===== src/rtl/prio_irq_pkg.sv =====
package prio_irq_pkg;
  localparam int unsigned REG_CUR  = 0;
  localparam int unsigned REG_ACK  = 1;
  localparam int unsigned REG_EOI  = 2;
  localparam int unsigned REG_BASE = 3;
  localparam int unsigned REG_SRC0 = 16;
endpackage


===== src/rtl/prio_arbiter.sv =====
module prio_arbiter #(
  parameter int unsigned N_SRC  = 8,
  parameter int unsigned PRIO_W = 4,
  localparam int unsigned IDX_W = $clog2(N_SRC)
) (
  input  logic [N_SRC-1:0]        req_i,
  input  logic [N_SRC*PRIO_W-1:0] prio_i,
  output logic [IDX_W-1:0]        win_idx_o,
  output logic [PRIO_W-1:0]       win_prio_o,
  output logic                    win_valid_o
);
  // descending scan with >= lets the lowest index win ties
  always_comb begin
    win_idx_o  = '0;
    win_prio_o = '0;
    for (int i = N_SRC - 1; i >= 0; i--) begin
      if (req_i[i] && (prio_i[i*PRIO_W +: PRIO_W] != '0) &&
          (prio_i[i*PRIO_W +: PRIO_W] >= win_prio_o)) begin
        win_idx_o  = IDX_W'(i);
        win_prio_o = prio_i[i*PRIO_W +: PRIO_W];
      end
    end
    win_valid_o = (win_prio_o != '0);
  end
endmodule


===== src/rtl/prio_stack.sv =====
module prio_stack #(
  parameter int unsigned DEPTH  = 15,
  parameter int unsigned PRIO_W = 4,
  localparam int unsigned PTR_W = $clog2(DEPTH),
  localparam int unsigned CNT_W = $clog2(DEPTH + 1)
) (
  input  logic              clk_i,
  input  logic              rst_ni,
  input  logic              push_i,
  input  logic              pop_i,
  input  logic [PRIO_W-1:0] push_data_i,
  output logic [PRIO_W-1:0] pop_data_o,
  output logic              err_o
);
  logic [PRIO_W-1:0] mem_q [DEPTH];
  logic [CNT_W-1:0]  cnt_q;
  logic              err_q;
  logic              full, empty;

  assign full       = (cnt_q == CNT_W'(DEPTH));
  assign empty      = (cnt_q == '0);
  assign pop_data_o = empty ? '0 : mem_q[PTR_W'(cnt_q - 1'b1)];
  assign err_o      = err_q;

  always_ff @(posedge clk_i) begin
    if (push_i && !full) mem_q[PTR_W'(cnt_q)] <= push_data_i;
  end

  always_ff @(posedge clk_i or negedge rst_ni) begin
    if (!rst_ni) begin
      cnt_q <= '0;
      err_q <= 1'b0;
    end else begin
      if (push_i && !full)      cnt_q <= cnt_q + 1'b1;
      else if (pop_i && !empty) cnt_q <= cnt_q - 1'b1;
      if ((push_i && full) || (pop_i && empty)) err_q <= 1'b1;
    end
  end


  full_hold_chk: assert property (@(posedge clk_i) disable iff (!rst_ni)
    push_i && full |=> cnt_q == $past(cnt_q));

  err_set_chk: assert property (@(posedge clk_i) disable iff (!rst_ni)
    (push_i && full) || (pop_i && empty) |=> err_q);

  err_sticky_chk: assert property (@(posedge clk_i) disable iff (!rst_ni)
    err_q |=> err_q);

  depth_bound_chk: assert property (@(posedge clk_i) disable iff (!rst_ni)
    cnt_q <= CNT_W'(DEPTH));
endmodule


===== src/rtl/prio_irq_ctrl.sv =====
module prio_irq_ctrl
  import prio_irq_pkg::*;
#(
  parameter int unsigned N_SRC       = 8,
  parameter int unsigned PRIO_W      = 4,
  parameter int unsigned STACK_DEPTH = 15,
  parameter int unsigned BASE_W      = 21,
  parameter int unsigned ADDR_W      = 6
) (
  input  logic              clk_i,
  input  logic              rst_ni,
  input  logic [N_SRC-1:0]  irq_req_i,
  input  logic [ADDR_W-1:0] bus_addr_i,
  input  logic [31:0]       bus_wdata_i,
  input  logic              bus_wr_i,
  input  logic              bus_rd_i,
  output logic [31:0]       bus_rdata_o,
  output logic              irq_o
);
  localparam int unsigned DATA_W = 32;
  localparam int unsigned VEC_W  = DATA_W - BASE_W - 2;
  localparam int unsigned IDX_W  = $clog2(N_SRC);

  logic [PRIO_W-1:0]       src_prio_q [N_SRC];
  logic [N_SRC*PRIO_W-1:0] src_prio_flat;
  logic [PRIO_W-1:0]       cur_q, vec_prio_q, win_prio, pop_data;
  logic [IDX_W-1:0]        vec_q, win_idx;
  logic [BASE_W-1:0]       base_q;
  logic                    irq_q, win_valid, cand_ok, stk_err;
  logic                    hit_cur, hit_ack, hit_eoi, hit_base, hit_src;
  logic [ADDR_W-1:0]       src_off;
  logic                    ack_fire, eoi_fire;
  logic [DATA_W-1:0]       rd_mux, rdata_q;

  for (genvar g = 0; g < N_SRC; g++) begin : g_flat
    assign src_prio_flat[g*PRIO_W +: PRIO_W] = src_prio_q[g];
  end

  assign hit_cur  = (bus_addr_i == ADDR_W'(REG_CUR));
  assign hit_ack  = (bus_addr_i == ADDR_W'(REG_ACK));
  assign hit_eoi  = (bus_addr_i == ADDR_W'(REG_EOI));
  assign hit_base = (bus_addr_i == ADDR_W'(REG_BASE));
  assign src_off  = bus_addr_i - ADDR_W'(REG_SRC0);
  assign hit_src  = (bus_addr_i >= ADDR_W'(REG_SRC0)) && (src_off < ADDR_W'(N_SRC));

  assign ack_fire = bus_rd_i && hit_ack && irq_q;
  assign eoi_fire = bus_wr_i && hit_eoi && !ack_fire;

  prio_arbiter #(.N_SRC(N_SRC), .PRIO_W(PRIO_W)) i_arb (
    .req_i      (irq_req_i),
    .prio_i     (src_prio_flat),
    .win_idx_o  (win_idx),
    .win_prio_o (win_prio),
    .win_valid_o(win_valid)
  );

  prio_stack #(.DEPTH(STACK_DEPTH), .PRIO_W(PRIO_W)) i_stack (
    .clk_i      (clk_i),
    .rst_ni     (rst_ni),
    .push_i     (ack_fire),
    .pop_i      (eoi_fire),
    .push_data_i(cur_q),
    .pop_data_o (pop_data),
    .err_o      (stk_err)
  );

  assign cand_ok = win_valid && (win_prio > cur_q);

  always_ff @(posedge clk_i or negedge rst_ni) begin
    if (!rst_ni) begin
      irq_q      <= 1'b0;
      vec_q      <= '0;
      vec_prio_q <= '0;
      cur_q      <= '0;
      base_q     <= '0;
      for (int i = 0; i < N_SRC; i++) src_prio_q[i] <= '0;
    end else begin
      // presented vector frozen while irq_q is high
      if (irq_q) begin
        irq_q <= !ack_fire;
      end else if (cand_ok) begin
        irq_q      <= 1'b1;
        vec_q      <= win_idx;
        vec_prio_q <= win_prio;
      end
      if (ack_fire)                  cur_q <= vec_prio_q;
      else if (eoi_fire)             cur_q <= pop_data;
      else if (bus_wr_i && hit_cur)  cur_q <= bus_wdata_i[PRIO_W-1:0];
      if (bus_wr_i && hit_base) base_q <= bus_wdata_i[DATA_W-1 -: BASE_W];
      if (bus_wr_i && hit_src)  src_prio_q[IDX_W'(src_off)] <= bus_wdata_i[PRIO_W-1:0];
    end
  end

  always_comb begin
    rd_mux = '0;
    if (hit_cur)       rd_mux = {stk_err, {(DATA_W-1-PRIO_W){1'b0}}, cur_q};
    else if (hit_ack)  rd_mux = {base_q, VEC_W'(vec_q), 2'b00};
    else if (hit_base) rd_mux = {base_q, {(DATA_W-BASE_W){1'b0}}};
    else if (hit_src)  rd_mux = {{(DATA_W-PRIO_W){1'b0}}, src_prio_q[IDX_W'(src_off)]};
  end

  always_ff @(posedge clk_i or negedge rst_ni) begin
    if (!rst_ni)       rdata_q <= '0;
    else if (bus_rd_i) rdata_q <= rd_mux;
  end

  assign bus_rdata_o = rdata_q;
  assign irq_o       = irq_q;


  ack_negate_chk: assert property (@(posedge clk_i) disable iff (!rst_ni)
    ack_fire |=> !irq_q);

  ack_prio_chk: assert property (@(posedge clk_i) disable iff (!rst_ni)
    ack_fire |=> cur_q == $past(vec_prio_q));

  vec_frozen_chk: assert property (@(posedge clk_i) disable iff (!rst_ni)
    irq_q && !ack_fire |=> irq_q && $stable(vec_q) && $stable(vec_prio_q));

  rise_unmasked_chk: assert property (@(posedge clk_i) disable iff (!rst_ni)
    $rose(irq_q) |-> (vec_prio_q > $past(cur_q)) && (vec_prio_q != '0));

  idle_ack_chk: assert property (@(posedge clk_i) disable iff (!rst_ni)
    bus_rd_i && hit_ack && !irq_q && !bus_wr_i |=> $stable(cur_q));
endmodule


===== config.mk =====
export PLATFORM = sky130hd
export DESIGN_NAME = prio_irq_ctrl
export DESIGN_NICKNAME = d
export VERILOG_FILES = /design/src/rtl/prio_irq_pkg.sv /design/src/rtl/prio_arbiter.sv /design/src/rtl/prio_stack.sv /design/src/rtl/prio_irq_ctrl.sv
export SDC_FILE = /design/constraint.sdc
export NUM_CORES = 1
export LEC_CHECK = 0
export BUFFER_PORTS_ARGS = -buffer_cell sky130_fd_sc_hd__clkbuf_2
export CORE_MARGIN = 5
export CORE_UTILIZATION = 35
export DETAILED_ROUTE_END_ITERATION = 8
export PLACE_DENSITY = 0.52
export SETUP_SLACK_MARGIN = 0.05
export SKIP_CTS_REPAIR_TIMING = 1
export SLEW_MARGIN = 20
export SYNTH_ARGS = -nofsm -noshare
export SYNTH_HDL_FRONTEND = slang
export SYNTH_SLANG_ARGS = --single-unit
export TNS_END_PERCENT = 1

===== constraint.sdc =====
create_clock -name clk_i -period 14.7 [get_ports clk_i]
set_input_delay 0.735 -clock clk_i [delete_from_list [all_inputs] [get_ports clk_i]]
set_output_delay 0.735 -clock clk_i [all_outputs]
set_load 0.05 [all_outputs]

== After elaboration in Yosys (flattened, before gate mapping) ==
Memory sizes are Yosys's and may differ from the RTL's.
Cells that the tools add are included.
Word-level totals
  register bits after elaboration: 102
  memories: 1
  bits of input ports: 50
  word-level logic and storage cells: 123
  memory bits (writable): 60
  output and inout bits: 33
Memories
  i_stack.mem_q: depth 15, bits a word 4, rd ports 1, clocked after memory_dff 0, write ports 1, line prio_stack.sv:15  | logic [PRIO_W-1:0] mem_q [DEPTH];
Operators by class
  add/subtract/negate cells: 3
  muxes and demuxes: 36
  bitwise logic cells: 2
  equality and inequality tests: 4
  reduce and logical (&&, ||, !) cells: 48
  magnitude comparators: 13
Operators by type and width (count)
  32-bit 2-to-1 mux: 3
  4-bit 2-to-1 mux: 18
  4-bit nonzero test: 9
  32-bit bitwise mux: 1
  1-bit logical AND: 30
  4-bit greater-or-equal comparator: 7
  3-bit 2-to-1 mux: 8
  4-bit binary-select mux with 3-bit select: 1
  4-bit demux with 3-bit select: 1
  6-bit by 2-bit == test with 1-bit output (second input constant): 2
  6-bit by 1-bit == test with 1-bit output (second input constant): 1
  6-bit by 5-bit greater-or-equal comparator with 1-bit output (second input constant): 1
  6-bit zero test: 1
  6-bit by 4-bit less-than comparator with 1-bit output (second input constant): 1
  6-bit by 5-bit subtractor with 6-bit output (second input constant): 1
  4-bit by 1-bit adder with 4-bit output (second input constant): 1
  4-bit == test (second input constant): 1
  4-bit by 1-bit greater-or-equal comparator with 1-bit output (second input constant): 1
  4-bit greater-or-equal comparator (second input constant): 1
  4-bit greater-than comparator: 1
  4-bit zero test: 1
  4-bit by 1-bit less-than comparator with 1-bit output (second input constant): 1
  1-bit 2-to-1 mux: 4
  3-bit inverter with 4-bit output: 1
  other kinds (7): 9

== Logic depth before layout (Yosys ltp) ==
  word-level depth: 29
  gate-level depth with buffers: 60

== Cells and area by module ==
Synthesis repeated with hierarchy kept, for this count alone.
Unflattened totals
  cell total of the unflattened synthesis: 720
  area, all modules: 8489.4 sq um
By module, submodules not included
  prio_irq_ctrl: area an instance 4190.3 sq um, instances 1, cells each 354
  prio_stack: area an instance 2846.5 sq um, instances 1, cells each 165
  prio_arbiter: area an instance 1452.6 sq um, instances 1, cells each 201

== Least setup slack after synthesis ==
OpenSTA, ideal clock, no wires.
  kind: input to register
  from: input irq_req_i[7]
  to: register vec_prio_q[1]
  required time: 14.575 ns
  data arrival time: 12.405 ns
  path slack: 2.170 ns
  path buffers: 1
  cell stages on the path: 53
  library setup time: 0.125 ns
  cell sequence: and2_1 > ha_1 > nor3b_2 > o21a_1 > nor2_1 > mux2_2 > ha_1 > nand2b_1 > a21o_1 > nand2_1 > a2111oi_0 > nor2_1 > mux2_2 > ha_1 > or2b_2 > a21o_2 > a311oi_1 > or4_1 > [... 17 more ...] > a21o_1 > a221o_1 > nor2b_1 > nor3_1 > o211ai_1 > a21bo_2 > ha_1 > nand2b_1 > a21oi_1 > nor4_1 > or3_2 > o21ai_0 > ha_1 > nand4_1 > or3_2 > and3_2 > o41ai_4 > mux2_2
On the way
  word-level cells in the longest chain between the ends: 27
RTL lines
  start: declaration: line prio_irq_ctrl.sv:12  | input logic [N_SRC-1:0] irq_req_i,
  1-bit logical AND (*) (2 in a row): line prio_arbiter.sv:17  | if (req_i[i] && (prio_i[i*PRIO_W +: PRIO_W] != '0) &&
  4-bit 2-to-1 mux (*): line prio_arbiter.sv:17
  4-bit greater-or-equal comparator: line prio_arbiter.sv:18  | (prio_i[i*PRIO_W +: PRIO_W] >= win_prio_o)) begin
  1-bit logical AND: line prio_arbiter.sv:17
  4-bit 2-to-1 mux (*): line prio_arbiter.sv:17
  4-bit greater-or-equal comparator: line prio_arbiter.sv:18
  1-bit logical AND: line prio_arbiter.sv:17
  4-bit 2-to-1 mux (*): line prio_arbiter.sv:17
  [... 11 more ...]
  4-bit 2-to-1 mux (*): line prio_arbiter.sv:17
  4-bit greater-or-equal comparator: line prio_arbiter.sv:18
  1-bit logical AND: line prio_arbiter.sv:17
  4-bit 2-to-1 mux (*): line prio_arbiter.sv:17
  named net i_arb.win_prio_o[3]: line prio_arbiter.sv:9  | output logic [PRIO_W-1:0] win_prio_o,
  4-bit greater-than comparator or 4-bit nonzero test (tied branches): line prio_irq_ctrl.sv:67, prio_arbiter.sv:23
  1-bit logical AND (*): line prio_irq_ctrl.sv:67  | assign cand_ok = win_valid && (win_prio > cur_q);
  2-bit AND reduction (no source line) (*)
  end signal: assignment: line prio_irq_ctrl.sv:84  | vec_prio_q <= win_prio;
  end: declaration: line prio_irq_ctrl.sv:26  | logic [PRIO_W-1:0] cur_q, vec_prio_q, win_prio, pop_data;
The timed path passes the listed nets; every way through them passes the cells marked *.
A chain may end at the register's enable or synchronous reset.

== Worst setup path in the final report ==
  from: register src_prio_q (netlist bit src_prio_flat[30])
  to: register vec_prio_q[3]
On the way
  word-level cells in the longest chain between the ends: 28
RTL lines
  start: declaration: line prio_irq_ctrl.sv:24  | logic [PRIO_W-1:0] src_prio_q [N_SRC];
  start signal: indexed assignment: line prio_irq_ctrl.sv:90  | if (bus_wr_i && hit_src) src_prio_q[IDX_W'(src_off)] <= bus_wdata_i[PRIO_W-1:0];
  parallel branches: the longest is 3 deep, another holds 4-bit by 1-bit greater-or-equal comparator with 1-bit output
  4-bit 2-to-1 mux (*): line prio_arbiter.sv:17
  4-bit greater-or-equal comparator: line prio_arbiter.sv:18
  1-bit logical AND: line prio_arbiter.sv:17
  4-bit 2-to-1 mux (*): line prio_arbiter.sv:17
  4-bit greater-or-equal comparator: line prio_arbiter.sv:18
  1-bit logical AND: line prio_arbiter.sv:17
  4-bit 2-to-1 mux (*): line prio_arbiter.sv:17
  [... 10 more ...]
  1-bit logical AND: line prio_arbiter.sv:17
  4-bit 2-to-1 mux (*): line prio_arbiter.sv:17
  4-bit greater-or-equal comparator: line prio_arbiter.sv:18
  1-bit logical AND: line prio_arbiter.sv:17
  4-bit 2-to-1 mux (*): line prio_arbiter.sv:17
  4-bit greater-than comparator or 4-bit nonzero test (tied branches): line prio_irq_ctrl.sv:67, prio_arbiter.sv:23
  1-bit logical AND: line prio_irq_ctrl.sv:67
  2-bit AND reduction (no source line)
Every way passes the cells marked *.

==> impl_metrics.yaml <==
critical_path:
  path_common_cell: "ha_1"
  critPathCaptureType: "flip-flop"
  worstPathMaxFanout: 10
  r2r_slack_ns: 1.18
  slowest_delay_ns: 0.65
  slowest_stage: "or4_1"
  worst_r2r_path_depth: 53
  critPathLaunchType: "flip-flop"
  cp.required_ns: 15.01
  cp.arrival_ns: 13.83
  path_class: "flip-flop to flip-flop"
yosys:
  yosys.area.top_type: "dfrtp_1"
  synthTopCellsByArea: "dfrtp_1 29%, edfxtp_1 22%, mux2_2 8.1%"
  synth-seq-area-share_pct: 50.7
  syn_area_sq_um: 8300
  synth_top_flop_cell: "dfrtp_1"
  yosysUniqueCellTypes: 77
  ys_ff_latch: 156
  syn_area_per_cell_sq_um: 11.6
  yosys-top-cells-count: "96 x dfrtp_1, 60 x edfxtp_1, 60 x mux2_2, 54 x o21ai_0, 48 x inv_1"
  synth-edff-count: 60
  postSynthCellCount: 714
  yosysWarnings: 0
  yosys.area.top_type_share_pct: 29.0
  yosysMostFrequentCell: "dfrtp_1"
  synthArstFlopShare_pct: 61.5
worst_hold_path:
  hold_path.class: "input port to asynchronous set/reset pin"
timing:
  finalSetupTns_ns: 0
  finalHoldViolCount: 0
  finalMaxSlewViolations: 0
  worst_pin_slew_ns: 0.840
  holdWs_ns: 0.291
  setup_viol: 0
  fmax_mhz: 74.0
  skew_ns: 0.0113
  min_period_ns: 13.52
  slew_headroom_pct: 43.3
  rsz0062_at_grt: "no"
  fin_crit_sh_pct: 92.0
placed_design:
  dp_hpwl_mm: 14.9
  place_area_sq_um: 8940
  place_congestion: 0.792
  port_buffers: 69
power_and_ir_drop:
  powerDensity_nw_per_um2: 156
  vdd_drop_max_uv: 90.6
  p_leak_nw: 4.03
  switchingPower_mw: 0.521
  total_power_mw: 1.48
  switching_share_pct: 35.2
  internal_power_mw: 0.958
  comb_power_share_pct: 34.2
  power_frac_seq_pct: 38.0
  power_frac_clock_pct: 27.8
clock_network:
  cts_tree: "built"
  cts.sinks: 156
  htree_levels: 4
  clkLatencyLatePin_ns: 0.43
  root_buffer: "clkbuf_16"
  cts_buffer_depth: 2
  clkSlewWorstSetupHoldPaths_ns: 0.07
  cts_made_buffers: 17
finish:
  drive_gt1_share_pct: 26.5
  multi_input_area_sq_um: 3750
  fillerInstances: 2312
  register_area_sq_um: 4200
  area_growth_pct: 14.4
  diodes: 0
  fin_util_pct: 40.6
  fin_area_sq_um: 9490
  final_nets: 860
floorplanning:
  rows: 56
  coreArea_sq_um: 23400
  die_width_um: 164
  die_y_um: 164
  initial_core_util_pct: 35.5
  dieArea_sq_um: 26900
  ios: 83
global_route:
  grt_pass1_vias: 5828
  grt_use_total_pct: 15.8
  grt_pass1_wl_mm: 32.7
  grt_max_degree: 56
  overflow: 0
  antenna_found_initial: 0
drt:
  dr.pass1.iters: 4
  finalWirelength_mm: 20.5
  vias: 5743
  antenna_left: 0
  vias_per_cell: 5.16
  wl_per_cell_um: 18.4
  first_iter_violations: 349
  drcViolationCount: 0
outcome:
  status: "complete, no violations"
job:
  max_cap_viol_count: 0
==> layout by cell type, fill, tap and decap left out, types with 6 or more instances in the layout <==
| cell type | instances |
|---|---|
| o211ai_1 | 6 |
| clkbuf_2 | 68 |
| nor3_1 | 10 |
| nand3_1 | 28 |
| o21ai_0 | 54 |
| mux4_2 | 19 |
| nand2b_1 | 9 |
| o41ai_1 | 7 |
| a21oi_1 | 24 |
| clkbuf_16 | 18 |
| nand2_1 | 46 |
| dfrtp_1 | 96 |
| buf_4 | 8 |
| mux2_2 | 60 |
| a31oi_1 | 6 |
| ha_1 | 30 |
| mux2i_1 | 12 |
| conb_1 | 6 |
| nor2_1 | 41 |
| edfxtp_1 | 60 |
| a22oi_1 | 7 |
| inv_1 | 48 |
| a211oi_1 | 8 |
| and3_1 | 14 |
==> routing by layer <==
layer	part of all wire (%)	vias up	global-route usage (%)
met4	1.1	0	4.12
met2	51	89	26.9
li1	-	2798	-
met3	2.9	15	2.61
met5	0	-	0
met1	45	2841	21.0
==> state kept, by name, indices dropped and copies added, names as in the netlist <==
register and flops:
i_stack.err_o 1, i_stack.cnt_q 4, bus_rdata_o 26, cur_q 4, irq_o 1, src_prio_flat 32, vec_prio_q 4, vec_q 3
base_q 21, i_stack.mem_q 60
==> power by group through the flow <==
stage	Sequential [mW]	Clock (mW)	Combinational [mW]
after floorplan	0.551	0	0.385
final	0.563	0.411	0.505
after CTS	0.564	0.419	0.510
after global routing	0.570	0.437	0.571
after global placement	0.572	0	0.504
after detailed placement	0.572	0	0.507
==> layout make-up <==
type	instances	area share, %
flip-flops and latches	156	44.3
multi-input cells	481	39.6
clock buffers	20	4.93
repair buffers	76	4.22
well taps	319	4.21
inverters	48	1.90
clock inverters	12	0.897
==> through the flow <==
| step | setup WS (ns) | std cells |
|---|---|---|
| floorplan | 2.17 | 719 |
| global placement | 0.828 | 1080 |
| detailed placement | 0.778 | 1080 |
| CTS | 1.17 | 1112 |
| global route | 0.212 | 1112 |
| finish | 1.18 | 1112 |
==> path summary, 6_finish.rpt <==
| check | start | end |
|---|---|---|
| max reg2reg | src_prio_flat[30] | vec_prio_q[3] |
| min | rst_ni | bus_rdata_o[16] |
| max in group asynchronous | rst_ni | vec_prio_q[2] |
| min in group clk_i | base_q[10] | bus_rdata_o[21] |
| max | src_prio_flat[30] | vec_prio_q[3] |
| min reg2reg | base_q[10] | bus_rdata_o[21] |
==> logic make-up (layout without fill, tap and decap cells) <==
family | Yosys count | count (layout) | share of synthesized area (%)
DFF | 156 | 156 | 50.7
AOI/OAI and AO/OA | 157 | 157 | 12.9
muxes | 93 | 93 | 15.2
adders and majority gates | 33 | 33 | 4.89
and+or+nand+nor | 188 | 188 | 11.5
buffers and inverters | 82 | 156 | 4.34
xor gates and xnor gates | 4 | 4 | 0.422
other | 1 | 6 | 0.0452
==> worst max-delay path: cells and delay by family (launching register included) <==
| family | cells | cell delay [ns] |
|---|---|---|
| AOI/OAI and AO/OA | 16 | 3.29 |
| adders and majority gates | 9 | 2.54 |
| buffers and inverters | 2 | 0.27 |
| DFF | 1 | 0.44 |
| muxes | 6 | 2.16 |
| and+or+nand+nor | 20 | 4.67 |
No activity file was read; power rests on OpenSTA's default activity.
